==> src/rtl/adcrd_pkg.sv <==
package adcrd_pkg;
    localparam int unsigned RES_W    = 8;
    localparam int unsigned HDR_BITS = 3;

    typedef enum logic [1:0] {
        ST_IDLE  = 2'd0,
        ST_FRAME = 2'd1,
        ST_GAP   = 2'd2
    } rd_state_e;
endpackage

==> src/rtl/adcrd_sclk_gen.sv <==
module adcrd_sclk_gen #(
    parameter int unsigned HALF_DIV = 42
) (
    input  logic clk_i,
    input  logic rst_ni,
    input  logic run_i,
    output logic sclk_o,
    output logic rise_o,
    output logic fall_o
);
    localparam int unsigned CW = (HALF_DIV > 1) ? $clog2(HALF_DIV) : 1;
    localparam logic [CW-1:0] LAST = CW'(HALF_DIV - 1);

    typedef struct packed {
        logic [CW-1:0] cnt;
        logic          ph;
    } gen_t;

    gen_t gen_d, gen_q;
    logic term;

    always_comb begin
        gen_d = gen_q;
        term  = run_i && (gen_q.cnt == LAST);
        if (!run_i) begin
            gen_d.cnt = '0;
            gen_d.ph  = 1'b0;
        end else if (term) begin
            gen_d.cnt = '0;
            gen_d.ph  = ~gen_q.ph;
        end else begin
            gen_d.cnt = gen_q.cnt + 1'b1;
        end
    end

    always_ff @(posedge clk_i or negedge rst_ni) begin
        if (!rst_ni) gen_q <= '0;
        else         gen_q <= gen_d;
    end

    assign sclk_o = gen_q.ph;
    assign rise_o = term && !gen_q.ph;
    assign fall_o = term && gen_q.ph;

    // phase length observer
    logic [CW:0] plen_q;
    always_ff @(posedge clk_i or negedge rst_ni) begin
        if (!rst_ni)                             plen_q <= '0;
        else if (!run_i || (gen_d.ph != gen_q.ph)) plen_q <= '0;
        else                                     plen_q <= plen_q + 1'b1;
    end


    half_len_chk: assert property (@(posedge clk_i) disable iff (!rst_ni)
        (run_i && (gen_d.ph != gen_q.ph)) |-> (plen_q == (CW+1)'(HALF_DIV - 1)));
endmodule

==> src/rtl/adcrd_sync.sv <==
module adcrd_sync #(
    parameter int unsigned W      = 2,
    parameter int unsigned STAGES = 2
) (
    input  logic         clk_i,
    input  logic         rst_ni,
    input  logic [W-1:0] din_i,
    output logic [W-1:0] dout_o
);
    logic [STAGES-1:0][W-1:0] sync_d, sync_q;

    always_comb begin
        sync_d[0] = din_i;
        for (int i = 1; i < STAGES; i++) begin
            sync_d[i] = sync_q[i-1];
        end
    end

    always_ff @(posedge clk_i or negedge rst_ni) begin
        if (!rst_ni) sync_q <= '0;
        else         sync_q <= sync_d;
    end

    assign dout_o = sync_q[STAGES-1];
endmodule

==> src/rtl/adcrd_capture.sv <==
module adcrd_capture
    import adcrd_pkg::*;
#(
    parameter int unsigned ADDR_W = 5,
    parameter int unsigned PW     = 5
) (
    input  logic             clk_i,
    input  logic             rst_ni,
    input  logic             clear_i,
    input  logic             fall_i,
    input  logic [PW-1:0]    period_i,
    input  logic             do_s_i,
    input  logic             sars_s_i,
    output logic [RES_W-1:0] msb_o,
    output logic [RES_W-1:0] lsb_o,
    output logic             seq_err_o
);
    localparam logic [PW-1:0] MSB_LO = PW'(ADDR_W + 1);
    localparam logic [PW-1:0] MSB_HI = PW'(ADDR_W + RES_W);
    localparam logic [PW-1:0] LSB_LO = PW'(ADDR_W + RES_W + 1);
    localparam logic [PW-1:0] LSB_HI = PW'(ADDR_W + 2*RES_W);

    typedef struct packed {
        logic [RES_W-1:0] msb;
        logic [RES_W-1:0] lsb;
        logic             err;
    } cap_t;

    cap_t cap_d, cap_q;
    logic in_msb, in_lsb;

    always_comb begin
        cap_d  = cap_q;
        in_msb = (period_i >= MSB_LO) && (period_i <= MSB_HI);
        in_lsb = (period_i >= LSB_LO) && (period_i <= LSB_HI);
        if (clear_i) begin
            cap_d = '0;
        end else if (fall_i) begin
            if (in_msb) begin
                cap_d.msb = {cap_q.msb[RES_W-2:0], do_s_i};
                if (!sars_s_i) cap_d.err = 1'b1;
            end
            if (in_lsb) begin
                cap_d.lsb = {do_s_i, cap_q.lsb[RES_W-1:1]};
                if (sars_s_i) cap_d.err = 1'b1;
            end
        end
    end

    always_ff @(posedge clk_i or negedge rst_ni) begin
        if (!rst_ni) cap_q <= '0;
        else         cap_q <= cap_d;
    end

    assign msb_o     = cap_q.msb;
    assign lsb_o     = cap_q.lsb;
    assign seq_err_o = cap_q.err;


    seq_err_sticky_chk: assert property (@(posedge clk_i) disable iff (!rst_ni)
        (seq_err_o && !clear_i) |=> seq_err_o);


    copies_quiet_chk: assert property (@(posedge clk_i) disable iff (!rst_ni)
        (!fall_i && !clear_i) |=> ($stable(msb_o) && $stable(lsb_o)));
endmodule

==> src/rtl/adc_serial_reader.sv <==
module adc_serial_reader
    import adcrd_pkg::*;
#(
    parameter int unsigned HALF_DIV = 42,
    parameter int unsigned CS_GAP   = 12,
    parameter int unsigned SEL_W    = 2
) (
    input  logic             clk_i,
    input  logic             rst_ni,
    input  logic             req_valid_i,
    output logic             req_ready_o,
    input  logic             req_single_i,
    input  logic             req_odd_i,
    input  logic [SEL_W-1:0] req_sel_i,
    output logic             cs_n_o,
    output logic             sclk_o,
    output logic             dio_o,
    output logic             dio_oe_o,
    input  logic             dio_i,
    input  logic             sars_i,
    output logic             res_valid_o,
    output logic [RES_W-1:0] res_data_o,
    output logic             res_mismatch_o,
    output logic             res_seq_err_o
);
    localparam int unsigned ADDR_W  = HDR_BITS + SEL_W;
    localparam int unsigned FRAME_P = ADDR_W + 2*RES_W + 1;
    localparam int unsigned PW      = $clog2(FRAME_P + 1);
    localparam int unsigned GW      = (CS_GAP > 1) ? $clog2(CS_GAP) : 1;
    localparam logic [PW-1:0] LAST_P = PW'(FRAME_P - 1);
    localparam logic [GW-1:0] LAST_G = GW'(CS_GAP - 1);

    typedef struct packed {
        rd_state_e         state;
        logic [PW-1:0]     period;
        logic [GW-1:0]     gap;
        logic [ADDR_W-1:0] addr;
        logic              cs_n;
        logic              di;
        logic              oe;
        logic              valid;
        logic [RES_W-1:0]  data;
        logic              mism;
        logic              seqe;
    } ctl_t;

    ctl_t ctl_d, ctl_q;

    logic             rise, fall, accept;
    logic [1:0]       sync_out;
    logic [RES_W-1:0] msb_word, lsb_word;
    logic             seq_err;
    logic [PW-1:0]    nxt_period;

    adcrd_sclk_gen #(.HALF_DIV(HALF_DIV)) u_sclk (
        .clk_i  (clk_i),
        .rst_ni (rst_ni),
        .run_i  (ctl_q.state == ST_FRAME),
        .sclk_o (sclk_o),
        .rise_o (rise),
        .fall_o (fall)
    );

    adcrd_sync #(.W(2), .STAGES(2)) u_sync (
        .clk_i  (clk_i),
        .rst_ni (rst_ni),
        .din_i  ({dio_i, sars_i}),
        .dout_o (sync_out)
    );

    assign accept = (ctl_q.state == ST_IDLE) && req_valid_i;

    adcrd_capture #(.ADDR_W(ADDR_W), .PW(PW)) u_cap (
        .clk_i     (clk_i),
        .rst_ni    (rst_ni),
        .clear_i   (accept),
        .fall_i    (fall),
        .period_i  (ctl_q.period),
        .do_s_i    (sync_out[1]),
        .sars_s_i  (sync_out[0]),
        .msb_o     (msb_word),
        .lsb_o     (lsb_word),
        .seq_err_o (seq_err)
    );

    always_comb begin
        ctl_d       = ctl_q;
        ctl_d.valid = 1'b0;
        nxt_period  = ctl_q.period + 1'b1;
        unique case (ctl_q.state)
            ST_IDLE: begin
                if (req_valid_i) begin
                    ctl_d.state  = ST_FRAME;
                    ctl_d.period = '0;
                    ctl_d.addr   = {1'b1, req_single_i, req_odd_i, req_sel_i};
                    ctl_d.cs_n   = 1'b0;
                    ctl_d.di     = 1'b1;
                    ctl_d.oe     = 1'b1;
                end
            end
            ST_FRAME: begin
                if (fall) begin
                    if (ctl_q.period == LAST_P) begin
                        ctl_d.state = ST_GAP;
                        ctl_d.gap   = '0;
                        ctl_d.cs_n  = 1'b1;
                        ctl_d.oe    = 1'b0;
                        ctl_d.di    = 1'b0;
                    end else begin
                        ctl_d.period = nxt_period;
                        ctl_d.addr   = ctl_q.addr << 1;
                        if (nxt_period < PW'(ADDR_W)) begin
                            ctl_d.di = ctl_q.addr[ADDR_W-2];
                            ctl_d.oe = 1'b1;
                        end else begin
                            ctl_d.di = 1'b0;
                            ctl_d.oe = 1'b0;
                        end
                    end
                end
            end
            ST_GAP: begin
                if (ctl_q.gap == '0) begin
                    ctl_d.valid = 1'b1;
                    ctl_d.data  = msb_word;
                    ctl_d.mism  = (msb_word != lsb_word);
                    ctl_d.seqe  = seq_err;
                end
                if (ctl_q.gap == LAST_G) ctl_d.state = ST_IDLE;
                else                     ctl_d.gap   = ctl_q.gap + 1'b1;
            end
            default: ctl_d.state = ST_IDLE;
        endcase
    end

    always_ff @(posedge clk_i or negedge rst_ni) begin
        if (!rst_ni) begin
            ctl_q.state  <= ST_IDLE;
            ctl_q.period <= '0;
            ctl_q.gap    <= '0;
            ctl_q.addr   <= '0;
            ctl_q.cs_n   <= 1'b1;
            ctl_q.di     <= 1'b0;
            ctl_q.oe     <= 1'b0;
            ctl_q.valid  <= 1'b0;
            ctl_q.data   <= '0;
            ctl_q.mism   <= 1'b0;
            ctl_q.seqe   <= 1'b0;
        end else begin
            ctl_q <= ctl_d;
        end
    end

    assign req_ready_o    = (ctl_q.state == ST_IDLE);
    assign cs_n_o         = ctl_q.cs_n;
    assign dio_o          = ctl_q.di;
    assign dio_oe_o       = ctl_q.oe;
    assign res_valid_o    = ctl_q.valid;
    assign res_data_o     = ctl_q.data;
    assign res_mismatch_o = ctl_q.mism;
    assign res_seq_err_o  = ctl_q.seqe;

    // chip-select high-time observer
    logic [GW:0] csh_q;
    always_ff @(posedge clk_i or negedge rst_ni) begin
        if (!rst_ni)                          csh_q <= (GW+1)'(CS_GAP);
        else if (!cs_n_o)                     csh_q <= '0;
        else if (csh_q != (GW+1)'(CS_GAP))    csh_q <= csh_q + 1'b1;
    end


    oe_in_frame_chk: assert property (@(posedge clk_i) disable iff (!rst_ni)
        dio_oe_o |-> !cs_n_o);


    sclk_idle_low_chk: assert property (@(posedge clk_i) disable iff (!rst_ni)
        cs_n_o |-> !sclk_o);


    valid_pulse_chk: assert property (@(posedge clk_i) disable iff (!rst_ni)
        res_valid_o |=> !res_valid_o);


    valid_cs_high_chk: assert property (@(posedge clk_i) disable iff (!rst_ni)
        res_valid_o |-> cs_n_o);


    ready_cs_high_chk: assert property (@(posedge clk_i) disable iff (!rst_ni)
        req_ready_o |-> (cs_n_o && !sclk_o));


    cs_gap_chk: assert property (@(posedge clk_i) disable iff (!rst_ni)
        $fell(cs_n_o) |-> (csh_q >= (GW+1)'(CS_GAP)));
endmodule

==> config.mk <==
export PLATFORM = sky130hd
export DESIGN_NAME = adc_serial_reader
export DESIGN_NICKNAME = d
export VERILOG_FILES = /design/src/rtl/adcrd_pkg.sv /design/src/rtl/adcrd_sclk_gen.sv /design/src/rtl/adcrd_sync.sv /design/src/rtl/adcrd_capture.sv /design/src/rtl/adc_serial_reader.sv
export SDC_FILE = /design/constraint.sdc
export NUM_CORES = 1
export LEC_CHECK = 0
export BUFFER_PORTS_ARGS = -buffer_cell sky130_fd_sc_hd__buf_4
export CAP_MARGIN = 30
export CORE_ASPECT_RATIO = 0.5
export CORE_UTILIZATION = 45
export DETAILED_ROUTE_END_ITERATION = 16
export HOLD_SLACK_MARGIN = 0.08
export PLACE_DENSITY_LB_ADDON = 0.25
export SETUP_SLACK_MARGIN = 0.3
export SLEW_MARGIN = 40
export SYNTH_ARGS = -nofsm -noshare
export SYNTH_HDL_FRONTEND = slang
export SYNTH_SLANG_ARGS = --single-unit
==> constraint.sdc <==
create_clock -name clk_i -period 2.5 [get_ports clk_i]
set_input_delay 0.375 -clock clk_i [delete_from_list [all_inputs] [get_ports clk_i]]
set_output_delay 0.375 -clock clk_i [all_outputs]
set_load 0.05 [all_outputs]
Word-level counts from Yosys, hierarchy flattened
Index checks and enable logic that the tools add are counted.
Storage, ports and cells
  register bits: 57
Operators by class
  add/sub/neg operators: 3
  $lt $le $gt $ge: 5
  eq/ne operators: 13
  mux-type cells: 28
  bitwise gates (word level): 1
  reductions and logical operators: 20
Operators with widths (number)
  $mux W17: 2
  $mux W11: 2
  $mux W7: 3
  $mux W19: 1
  $reduce_and A4 Y1: 4
  $ne A2 B2 Y1 const B: 7
  $pmux W7 S2: 1
  $mux W5: 2
  $pmux W5 S2: 1
  $reduce_bool A2 Y1: 5
  $mux W9: 1
  $mux W2: 4
  $mux W4: 2
  $mux W8: 1
  $ne A8 B8 Y1: 1
  $pmux W4 S2: 1
  $add A6 B1 Y6 const B: 1
  $eq A6 B6 Y1 const B: 1
  $mux W6: 1
  $pmux W2 S3: 1
  $reduce_and A2 Y1: 3
  $add A5 B1 Y5 const B: 1
  $eq A5 B5 Y1 const B: 1
  $ge A5 B3 Y1 const B: 1
  14 further kinds: 22

Longest topological paths before layout
Gate-level depths: netlist (run 1).
  depth in word-level cells: 7
  gate-level depth with buffers: 8
  mapped depth without buffers: 7

By module
From an unflattened synthesis (run 1), not the netlist that was laid out.
Second synthesis, totals
  cells, all modules: 252
  area, all modules: 2832.7 um^2
By module, submodules not included
  adc_serial_reader: times used 1, cells an instance 150, area an instance 1565.3 um^2, seq. area each 726.9 um^2
  adcrd_capture: times used 1, cells an instance 66, area an instance 792.0 um^2, seq. area each 425.4 um^2
  adcrd_sclk_gen: times used 1, cells an instance 32, area an instance 375.4 um^2, seq. area each 175.2 um^2
  adcrd_sync: times used 1, cells an instance 4, area an instance 100.1 um^2, seq. area each 100.1 um^2

Worst setup path after synthesis (run 1)
OpenSTA, ideal clock, no wires.
  path kind: register -> register
  from: register ctl_q[28] (netlist bit)
  to: register ctl_q[15] (netlist bit)
  library setup time: 0.125 ns
  arrival: 1.964 ns
  required time: 2.375 ns
  setup slack: 0.412 ns
  stages on the path, launching flop included: 5
  buffers on the path: 0
  cell sequence: dfrtp_1 > nor2_1 > nand2_1 > nand2_1 > mux2_2
On the way
  elaborated cells between the ends (all ways): 10
  those cells by class: eq/ne: 4; mux: 1; reduce/logical: 5
RTL lines
  start, declared: line adc_serial_reader.sv:47  | ctl_t ctl_d, ctl_q;
  start signal, assigned: line adc_serial_reader.sv:150  | ctl_q <= ctl_d;
  $logic_not A2 Y1 (*)
  net req_ready_o: line adc_serial_reader.sv:11  | output logic req_ready_o,
  $ne A2 B2 Y1 (no line) or $reduce_bool A2 Y1 (tied branches)
  $reduce_and A4 Y1 (no line)
Mark *: on every way through the listed nets, which the timed path passes. The rest lies on a longest branch.
A chain may end at the register's enable or synchronous reset.

Worst setup path in the final report (run 1)
  from: register ctl_q[24] (netlist bit)
  to: register ctl_q[15] (netlist bit)
On the way
  word-level cells in the longest chain between the ends: 3
RTL lines
  $eq A5 B5 Y1: line adc_serial_reader.sv:103  | if (ctl_q.period == LAST_P) begin
  $ne A2 B2 Y1 (no line)
  $reduce_and A4 Y1 (no line)
Every way passes these cells.

==> impl_results.md, run 1 <==
* Number of standard cells in the final layout excluding fillers at 360
* Number of cells traversed by the worst register-to-register path at 6
* YS warnings at 0
* Final Slew Violations at 0
* Cts-stage hold buffer count at 0
* Post-route ant nets at 0
* Clock Root Buffer: sky130_fd_sc_hd__clkbuf_16
* Largest family of logic cells by synthesized area: simple AND/OR/NAND/NOR gates
* Detail Placement HPWL at 3.37 mm
* Maximum number of pins on one net before global-route repair at 58
* CTS tree: yes
* Post-layout minimum cycle time at 2.08 ns
* XOR/XNOR Fraction of Synth Area at 4.73%
* Aggregate global routing overflow at 0
* Clock-pin slew of the registers on the worst-case setup and hold paths at 0.05 ns
* Detailed Route Iter0 Violations at 170
* Placeable core area at 0.00571 mm²
* Critical Path AT at 2.28 ns
* Crit share post-route at 83.3%
* Synthesized-area fraction occupied by ao, oa, aoi and oai cells at 7.97%
* Diode count at 0
* Class of the most critical hold timing path: in -> async
* Antenna violations before repair at 0
* Simple-Gate Fraction of Synth Area at 16.7%
* Layout cell share with drive strength beyond 1 at 24.0%
* Proportion of netlist area held by the largest area contributor at 50.5%
* Reg-to-reg setup timing slack at 0.42 ns
* Worst-case headroom to the max-slew limit at 51.7%
* Lkg Pwr at 0.00160 µW
* Proportion of synthesized area in mux cells at 10.6%
* Maximum capacitance violations at 0
* Post-DR vias/cell at 5.27
* Adder-cell share of the synthesized area at 3.15%
* Row Count at 19
* Num CTS Buffers at 9
* Top cell type by total area after synthesis: sky130_fd_sc_hd__dfrtp_1
* Clk pwr share at 55.4%
* Clock latency reported for the late side of the worst-skew pair at 0.32 ns
* Total Nets Final at 299
* Die Span X at 113 µm
* Count of buffers from port buffering at 24
* Summed negative setup slack over all endpoints at 0 ns
* Reg2reg start: ctl_q[24]$_DFFE_PN0P_
* Final number of hold-violating endpoints at 0
* FF+latch area at 0.00143 mm²
* Biggest area contributors in the synthesized netlist: sky130_fd_sc_hd__dfrtp_1, sky130_fd_sc_hd__mux2i_1, sky130_fd_sc_hd__nand2_1
* Post-synth top flop: sky130_fd_sc_hd__dfrtp_1
* Endpoint of the worst register-to-register path: ctl_q[15]$_DFFE_PN0P_
* Portion of total power attributed to sequential cells at 43.2%
* Die span in y at 57.6 µm
* Starting utilization of the core area at 48.7%
* Wirelength per Cell at 14.1 µm
* Number of ports placed on the die boundary at 25
* Worst hold-check slack at 0.103 ns
* Distinct cells, synth at 49
* Detailed-routing iteration count for the pre-antenna-repair pass at 4
* Post-synth EDFFs at 0
* Synth top cells by count: sky130_fd_sc_hd__dfrtp_1, sky130_fd_sc_hd__nand2_1, sky130_fd_sc_hd__mux2i_1, sky130_fd_sc_hd__nor2_1, sky130_fd_sc_hd__nand3_1
* Area enclosed by the die boundary at 0.00651 mm²
* Final standard cell area without fillers at 0.00328 mm²
* Maximum fanout along the worst path at 11
* Kind of capture point of the worst setup path: flip-flop
* Multi-input gate area at 0.00120 mm²
* Max rail drop VDD at 0.352 mV
* Cell area power density at 656 mW/mm²
* Worst-Margin Slew at 0.724 ns
* Synthesis-to-layout area growth at 18.1%
* Count of unresolved DRC violations after routing at 0
* Via count of the first global-routing pass at 1,884
* Path type of the worst setup path: reg -> reg
* Upper clock frequency limit at 480 MHz
* FFs w/ async S/R, synth at 100%
* Switching share of power at 18.6%
* Design internal power at 1750 µW
* Total net switching power at 400 µW
* Avg Inst Size Synth at 10.7 µm²
* WP data required at 2.70 ns
* Outcome: complete, no violations
* CTS H-tree depth at 3
* Post-synthesis sequential element count at 57
* Wire length of the first global-routing pass at 8.83 mm
* Detailed-route wire length at 5.07 mm
* Syn_nets at 276
* Final clock skew at 0.00592 ns
* Instance count after placement with tap cells included at 343
* Fill cells at 488
* Total routing resource utilization after global routing at 17.9%
* Sink Count at 57
* Combined area of all synthesized cells at 0.00278 mm²
* Share of the yosys chip area belonging to registers at 51.4%
* Max Root-Sink Buffers at 2
* Placed inst area at 0.00297 mm²
* Routability-driven placement congestion ratio at 0.846
* Total of endpoints with negative setup slack in the final report at 0
* Launching element type of the critical path: flip-flop
* Most frequently used cell type in the post-synthesis netlist: sky130_fd_sc_hd__dfrtp_1
* Number of instances in the synthesized netlist at 260
* Combinational share of power at 1.4%
* Unrepaired setup endpoints after global routing: false
* Total number of vias at 1,896
==> registers in the layout, indices dropped and copies added (netlist names) <==
signal	flops
res_mismatch_o	1
u_sclk.sclk_o	1
res_valid_o	1
dio_oe_o	1
ctl_q	15
res_seq_err_o	1
u_sclk.gen_q	6
u_cap.seq_err_o	1
u_cap.msb_o	8
dio_o	1
res_data_o	8
u_sync.sync_d	2
u_cap.lsb_o	8
u_sync.dout_o	2
cs_n_o	1
==> cells by family (layout without fill, tap and decap cells) <==
family                     after synthesis  in the layout
buffers and inverters                   27             54
DFF                                     57             57
xor gates and xnor gates                15             15
and+or+nand+nor                         94             94
muxes                                   28             28
AOI/OAI and AO/OA                       32             32
adders and majority gates                7              7
==> placed cells by master (no fill, tap or decap), drive strengths merged, types with 2 or more instances in the layout <==
cell type and n:
nand3 13, nand4b 2, nor2 16, mux2i 16
nor4 2, a22o 2, nand2b 3, o21ai 11
nand2 40, a21oi 3, clkbuf 12, xnor2 11
nand4 4, xor2 4, ha 7, buf 31
o211ai 3, nor2b 4, and3 2, mux2 12
clkinv 2, inv 8, or2 2, dfrtp 56
==> how the worst max path moves through the flow <==
stage / from / to / slack, ns / cells past startpoint
global route: ctl_q[24]$_DFFE_PN0P_ / ctl_q[15]$_DFFE_PN0P_ / 0.31 / 6
floorplan: ctl_q[28]$_DFFE_PN0P_ / ctl_q[15]$_DFFE_PN0P_ / 0.41 / 4
CTS: ctl_q[24]$_DFFE_PN0P_ / ctl_q[15]$_DFFE_PN0P_ / 0.31 / 6
global placement: ctl_q[24]$_DFFE_PN0P_ / ctl_q[17]$_DFFE_PN0P_ / 0.41 / 6
finish: ctl_q[24]$_DFFE_PN0P_ / ctl_q[15]$_DFFE_PN0P_ / 0.42 / 6
detailed placement: ctl_q[24]$_DFFE_PN0P_ / ctl_q[15]$_DFFE_PN0P_ / 0.33 / 6
==> final cells by class <==
cell class / count / share of cell area, %
Clock buffer: 12 / 7.82
Clock inverter: 3 / 1.22
Inverter: 8 / 0.915
Multi-Input combinational cell: 176 / 36.6
Sequential cell: 57 / 43.6
Tap cell: 73 / 2.78
Timing Repair Buffer: 31 / 7.09
==> worst max-delay path: stages, from the launching register on <==
cell and delay [ns]:
sky130_fd_sc_hd__dfrtp_2 0.45, sky130_fd_sc_hd__inv_1 0.06, sky130_fd_sc_hd__ha_1 0.18, sky130_fd_sc_hd__nand4b_1 0.20
sky130_fd_sc_hd__or4b_4 0.56, sky130_fd_sc_hd__nand2_1 0.16, sky130_fd_sc_hd__mux2_2 0.35
==> power by group through the flow <==
stage                     registers [µW]  logic, µW  clock network (µW)
after CTS                            929       31.5                1220
after global placement               944       30.6                   0
after detailed placement             944       31.6                   0
after floorplan                      944       2.77                   0
final                                930       29.8                1190
after global routing                 928       34.9                1260
==> metal layers <==
| metal | share of wire (%) | routed length [µm] | global-route usage (%) |
|---|---|---|---|
| met5 | 0 | 0 | 0 |
| met2 | 46 | 2350 | 27.1 |
| met3 | 3.8 | 192 | 5.84 |
| met4 | 1.5 | 75 | 7.33 |
| met1 | 48 | 2450 | 23.9 |
==> what timing repair did <==
item                       in CTS  in global routing
gates resized for setup         0                  2
setup buffers                   0                  2
setup endpoints to repair       0                  3
==> stage by stage <==
step	util [%]	total power, µW	setup slack (ns)
6_report	57.5	2150	0.417
5_1_grt	57.5	2230	0.313
4_1_cts	57.2	2180	0.311
3_5_place_dp	52.0	976	0.326
3_3_place_gp	52.0	975	0.408
2_1_floorplan	-	947	0.412
No activity file was read; power rests on OpenSTA's default activity.
==> inputs of run 2 (changes only) <==
clock period = 1.95 ns   (was 2.5 ns; I/O delays follow)
==> run 2 against run 1 <==
Against the previous run: flip-flop and latch count unchanged; maximum frequency up 14%; register-to-register slack worse by 0.29 ns; critical path depth down 1; critical endpoint unchanged; global-route usage up 1.6 points; hold slack better by 0.062 ns; highest routed layer unchanged.
==> impl_results.md, run 2 (synthesis gave the netlist of run 1 again) <==
* Clock-pin slew of the registers on the worst-case setup and hold paths at 0.05 ns (about the same)
* Maximum fanout along the worst path at 4 (-7)
* Diode count at 0 (unchanged)
* Final Slew Violations at 0 (unchanged)
* Post-route ant nets at 0 (unchanged)
* Summed negative setup slack over all endpoints at 0 ns (unchanged)
* Cell area power density at 769 mW/mm² (+17%)
* Outcome: complete, no violations
* Wire length of the first global-routing pass at 9.38 mm (+6.3%)
* Launching element type of the critical path: flip-flop
* Layer carrying the most global-route usage: met2
* Total of endpoints with negative setup slack in the final report at 0 (unchanged)
* Post-DR vias/cell at 5.24 (-0.58%)
* Detailed-routing iteration count for the pre-antenna-repair pass at 4 (unchanged)
* Total Nets Final at 319 (+6.7%)
* Fill cells at 449 (-8.0%)
* Synthesis-to-layout area growth at 30.1%
* Count of unresolved DRC violations after routing at 0 (unchanged)
* Pwr Total at 2780 µW (+29%)
* Row Count at 19 (unchanged)
* Crit share post-route at 93.5% (+10 points)
* Largest register FFs at 15 (unchanged)
* Class of the most critical hold timing path: in -> reg
* Starting utilization of the core area at 48.7% (unchanged)
* Clock latency reported for the late side of the worst-skew pair at 0.32 ns (about the same)
* Maximum capacitance violations at 0 (unchanged)
* Antenna violations before repair at 0 (unchanged)
* Leading cell types in the layout, fill and taps excluded: sky130_fd_sc_hd__dfrtp_1, sky130_fd_sc_hd__buf_4, sky130_fd_sc_hd__nand2_1, sky130_fd_sc_hd__mux2i_1, sky130_fd_sc_hd__nor2_1
* Worst-Margin Slew at 0.708 ns (-0.0163 ns)
* Final number of hold-violating endpoints at 0 (unchanged)
* Max rail drop VDD at 0.390 mV (+11%)
* Max Root-Sink Buffers at 2 (unchanged)
* Unrepaired setup endpoints after global routing: true
* Met3 Usage GRT at 7.76% (+1.9 points)
* Path type of the worst setup path: reg -> reg
* Detail Placement HPWL at 3.59 mm (+6.3%)
* Most frequent standard cell in the layout excluding fill and tap cells: sky130_fd_sc_hd__dfrtp_1
* CTS tree: yes
* Area enclosed by the die boundary at 0.00651 mm² (unchanged)
* Biggest register: ctl_q
* Die span in y at 57.6 µm (unchanged)
* Total routing resource utilization after global routing at 19.4% (+1.6 points)
* Upper clock frequency limit at 548 MHz (+14%)
* Critical Path AT at 2.02 ns (-0.26 ns)
* Met1 Use GR at 24.4% (+0.48 points)
* Layout Utilization at 63.4% (+5.9 points)
* Total number of vias at 1,995 (+5.2%)
* Lkg Pwr at 0.00172 µW (+7.6%)
* Aggregate global routing overflow at 0 (unchanged)
* Maximum number of pins on one net before global-route repair at 58 (unchanged)
* WP data required at 2.15 ns (-0.55 ns)
* Reg-to-reg setup timing slack at 0.13 ns (-0.29 ns)
* Count of buffers from port buffering at 24 (unchanged)
* Clock Root Buffer: sky130_fd_sc_hd__clkbuf_16
* Number of ports placed on the die boundary at 25 (unchanged)
* Post-layout minimum cycle time at 1.82 ns (-0.260 ns)
* Sink Count at 57 (unchanged)
* Detailed Route Iter0 Violations at 102 (-40%)
* Worst-case headroom to the max-slew limit at 52.8% (+1.1 points)
* Met2 Track Usage GR at 30.6% (+3.5 points)
* Layout cell share with drive strength beyond 1 at 32.8% (+8.8 points)
* Final clock skew at 0.00646 ns (+0.000539 ns)
* Die Span X at 113 µm (unchanged)
* Kind of capture point of the worst setup path: flip-flop
* Routability-driven placement congestion ratio at 0.812 (-4.0%)
* CTS H-tree depth at 3 (unchanged)
* Num CTS Buffers at 9 (unchanged)
* Wirelength per Cell at 14.8 µm (+5.2%)
* Detailed-route wire length at 5.64 mm (+11%)
* Via count of the first global-routing pass at 1,970 (+4.6%)
* Placeable core area at 0.00571 mm² (unchanged)
## run 2: final cells by class
class | count | area (µm²) | share of cell area (%)
multi-input cells | 176 | 1340 | 37.0
well taps | 73 | 91.3 | 2.53
inverters | 8 | 32.5 | 0.900
repair buffers | 51 | 425 | 11.8
flip-flops and latches | 57 | 1430 | 39.5
clock buffers | 11 | 243 | 6.72
clock inverters | 5 | 55.1 | 1.52
## run 2: metal layers
layer / vias up / wire [µm]
met1: 955 / 2560
li1: 982 / -
met4: 0 / 122
met2: 46 / 2650
met3: 12 / 310
met5: - / 0
## run 2: worst max-delay path: stages, from the launching register on
cell and delay (ns):
sky130_fd_sc_hd__dfrtp_1 0.41, sky130_fd_sc_hd__ha_4 0.18, sky130_fd_sc_hd__nand4b_1 0.15, sky130_fd_sc_hd__or4b_4 0.54, sky130_fd_sc_hd__nand2_4 0.11, sky130_fd_sc_hd__mux2_4 0.31
## run 2: path summary, 6_finish.rpt
check	start	endpoint	depth (start not counted)
setup reg to reg	ctl_q[23]$_DFFE_PN0P_	ctl_q[15]$_DFFE_PN0P_	5
hold / removal	req_sel_i[0]	ctl_q[14]$_DFFE_PN0P_	3
max in group asynchronous	rst_ni	u_sclk.sclk_o$_DFFE_PN0P_	2
min in group asynchronous	rst_ni	u_sclk.gen_q[3]$_DFF_PN0_	2
setup / recovery	ctl_q[23]$_DFFE_PN0P_	ctl_q[15]$_DFFE_PN0P_	5
hold reg to reg	u_sync.sync_d[3]$_DFF_PN0_	u_sync.dout_o[1]$_DFF_PN0_	0
## run 2: metrics by stage
step,cell area [µm²],setup WS [ns],cells,hold WS (ns)
floorplan,2840,0.0761,260,-0.00309
global placement,3080,0.114,352,0.332
detailed placement,3080,0.0537,352,0.340
CTS,3450,0.155,373,0.158
global route,3610,0.0844,381,0.162
finish,3610,0.127,381,0.165
## run 2: what timing repair did
| action | CTS | global route |
|---|---|---|
| endpoints found under the hold margin | 58 | 0 |
| gates resized for setup | 6 | 24 |
| setup endpoints to repair | 24 | 30 |
| setup buffers | 2 | 8 |
| hold buffers | 3 | 0 |
| pin swaps | 5 | 10 |
## run 2: where the power goes
part / internal, µW / switching [µW] / leakage [µW] / total (µW)
registers: 1190 / 1.85 / 0.000713 / 1190
logic: 16.6 / 26.8 / 0.000862 / 43.4
clock network: 1020 / 529 / 0.000142 / 1550
total: 2220 / 558 / 0.00172 / 2780
==> inputs of run 3 (changes only) <==
CORE_UTILIZATION = 30   (was 45)
==> run 3 against run 2 <==
Against the previous run: the run now ends with design-rule violations left; global-route usage fell by 6.0 points; critical path type unchanged; via count fell by 0.25%; sequential share of layout area fell by 0.068 points; die area rose by 49%; largest cell class unchanged.
==> impl_results.md, run 3 (synthesis gave the netlist of run 1 again) <==
* Outcome: finished with violations
* Violations in the final reports: design-rule violations
* Lkg Pwr at 0.00171 µW (-0.47%)
* Starting utilization of the core area at 31.4% (-17 points)
* Antenna violations before repair at 0 (unchanged)
* Class of the most critical hold timing path: in -> reg
* CTS H-tree depth at 3 (unchanged)
* Sink Count at 57 (unchanged)
* Post-layout minimum cycle time at 1.76 ns (-0.0619 ns)
* Place WS at 0.0854 ns (+0.0317 ns)
* Area enclosed by the die boundary at 0.00967 mm² (+49%)
* Detailed-route wire length at 5.69 mm (+0.80%)
* Maximum capacitance violations at 0 (unchanged)
* Layout Utilization at 40.9% (-22 points)
* Row Count at 24 (+5)
* Max Root-Sink Buffers at 2 (unchanged)
* Detailed-routing iteration count for the pre-antenna-repair pass at 10 (+6)
* Post-route ant nets at 0 (unchanged)
* Detailed Route Iter0 Violations at 83 (-19%)
* Largest register FFs at 15 (unchanged)
* Count of unresolved DRC violations after routing at 3 (+3)
* Biggest register: ctl_q
* Synthesis-to-layout area growth at 30.4%
* Count of buffers from port buffering at 24 (unchanged)
* Placeable core area at 0.00886 mm² (+55%)
* WP data required at 2.16 ns (about the same)
* Largest stage delay on the critical path at 0.55 ns (about the same)
* Max rail drop VDD at 0.380 mV (-2.5%)
* Kind of capture point of the worst setup path: flip-flop
* Worst-case headroom to the max-slew limit at 71.2% (+18 points)
* Aggregate global routing overflow at 0 (unchanged)
* Post-DR vias/cell at 4.67 (-11%)
* Worst-Margin Slew at 0.431 ns (-0.276 ns)
* Unrepaired setup endpoints after global routing: true
* Clock Root Buffer: sky130_fd_sc_hd__clkbuf_16
* Crit path cell chain: ha_4 > nand2b_4 > or4b_4 > nand2_4 > mux2_4
* Reg-to-reg setup timing slack at 0.19 ns (+0.06 ns)
* Total number of vias at 1,990 (-0.25%)
* Routability-driven placement congestion ratio at 0.843 (+3.8%)
* Slowest library cell on the worst path: sky130_fd_sc_hd__or4b_4
* Cell area power density at 725 mW/mm² (-5.7%)
* Number of buffer and inverter stages on the critical path at 0 (unchanged)
* Final Slew Violations at 0 (unchanged)
* Detail Placement HPWL at 3.93 mm (+9.4%)
* Upper clock frequency limit at 568 MHz (+3.5%)
* Final number of hold-violating endpoints at 0 (unchanged)
* Number of ports placed on the die boundary at 25 (unchanged)
* Wirelength per Cell at 13.3 µm (-9.8%)
* Most frequent standard cell in the layout excluding fill and tap cells: sky130_fd_sc_hd__dfrtp_1
* Gate family responsible for the most delay along the worst path: simple AND/OR/NAND/NOR gates
* Num CTS Buffers at 9 (unchanged)
* Diode count at 0 (unchanged)
* Leading cell types in the layout, fill and taps excluded: sky130_fd_sc_hd__dfrtp_1, sky130_fd_sc_hd__buf_4, sky130_fd_sc_hd__nand2_1, sky130_fd_sc_hd__nor2_1, sky130_fd_sc_hd__mux2i_1
* Crit share post-route at 90.3% (-3.2 points)
* Clock-pin slew of the registers on the worst-case setup and hold paths at 0.05 ns (about the same)
* Final clock skew at 0.00839 ns (+0.00192 ns)
* Launching element type of the critical path: flip-flop
* Wire length of the first global-routing pass at 9.76 mm (+4.1%)
* Layout cell share with drive strength beyond 1 at 31.1% (-1.7 points)
* Summed negative setup slack over all endpoints at 0 ns (unchanged)
* Total of endpoints with negative setup slack in the final report at 0 (unchanged)
* Final setup margin at 0.189 ns (+0.0619 ns)
* Total Nets Final at 322 (+0.94%)
* Maximum number of pins on one net before global-route repair at 31 (-47%)
* Maximum fanout along the worst path at 4 (unchanged)
* Critical Path AT at 1.97 ns (-0.05 ns)
* Total routing resource utilization after global routing at 13.4% (-6.0 points)
* Via count of the first global-routing pass at 2,061 (+4.6%)
* CTS tree: yes
* Path type of the worst setup path: reg -> reg
* Die span in y at 70.0 µm (+22%)
* Die Span X at 138 µm (+22%)
* Clock latency reported for the late side of the worst-skew pair at 0.33 ns (about the same)
* Fill cells at 848 (+89%)
## run 3: changes by cell type in the layout (fill, tap and decap cells not counted), moves of 2 or more
cell and change:
sky130_fd_sc_hd__buf_4 +4, sky130_fd_sc_hd__buf_6 -2, sky130_fd_sc_hd__clkbuf_1 +2, sky130_fd_sc_hd__clkinv_2 -2, sky130_fd_sc_hd__clkinvlp_4 -2, sky130_fd_sc_hd__ha_1 +2
sky130_fd_sc_hd__ha_4 -2, sky130_fd_sc_hd__o21ai_0 +4, sky130_fd_sc_hd__o21ai_1 -3
## run 3: worst paths after layout
kind,depth (start not counted),endpoint,from
worst min register to register,0,u_sync.dout_o[0]$_DFF_PN0_,u_sync.sync_d[2]$_DFF_PN0_
worst max register to register,5,ctl_q[16]$_DFFE_PN0P_,u_sclk.gen_q[1]$_DFF_PN0_
worst max-delay path,5,ctl_q[16]$_DFFE_PN0P_,u_sclk.gen_q[1]$_DFF_PN0_
max in group asynchronous,3,cs_n_o$_DFFE_PN1P_,rst_ni
min in group asynchronous,2,ctl_q[28]$_DFFE_PN0P_,rst_ni
worst min-delay path,3,ctl_q[14]$_DFFE_PN0P_,req_sel_i[0]
## run 3: per-layer routing
metal  up-vias  GRT usage, %  wire length [µm]
met3         6          5.90               260
met5         -             0                 0
li1        977             -                 -
met4         0          6.37                78
met2        32          21.7              2680
met1       975          15.4              2670
## run 3: worst min-delay path, cell delays in order
cell and delay (ns):
sky130_fd_sc_hd__buf_4 0.08, sky130_fd_sc_hd__nand2_1 0.04, sky130_fd_sc_hd__nand2_1 0.05
## run 3: metrics by stage
| step | hold WS [ns] | instances | total power [µW] | cell area (µm²) |
|---|---|---|---|---|
| 6_report | 0.161 | 426 | 2630 | 3620 |
| 5_1_grt | 0.175 | 426 | 2740 | 3620 |
| 4_1_cts | 0.151 | 420 | 2680 | 3530 |
| 3_5_place_dp | 0.256 | 396 | 1260 | 3150 |
| 3_3_place_gp | 0.258 | 396 | 1260 | 3150 |
| 2_1_floorplan | -0.00309 | 260 | 1210 | 2840 |
## run 3: report_power, final
group	internal, µW	switching (µW)
Clock	910	474
Combinational	20.7	28.2
Sequential	1190	2.00
## run 3: repair_timing
action | CTS | global route
endpoints found under the setup margin | 19 | 42
hold buffers | 3 | 0
resized for setup | 9 | 8
setup buffers | 7 | 6
pin swaps | 3 | 6
endpoints found under the hold margin | 31 | 0
## run 3: cell type report
type | instances | area, µm² | area share [%]
Sequential cell | 57 | 1430 | 39.5
Multi-Input combinational cell | 176 | 1300 | 35.8
Timing Repair Buffer | 54 | 453 | 12.5
Clock buffer | 14 | 264 | 7.29
Tap cell | 117 | 146 | 4.04
Inverter | 8 | 32.5 | 0.898
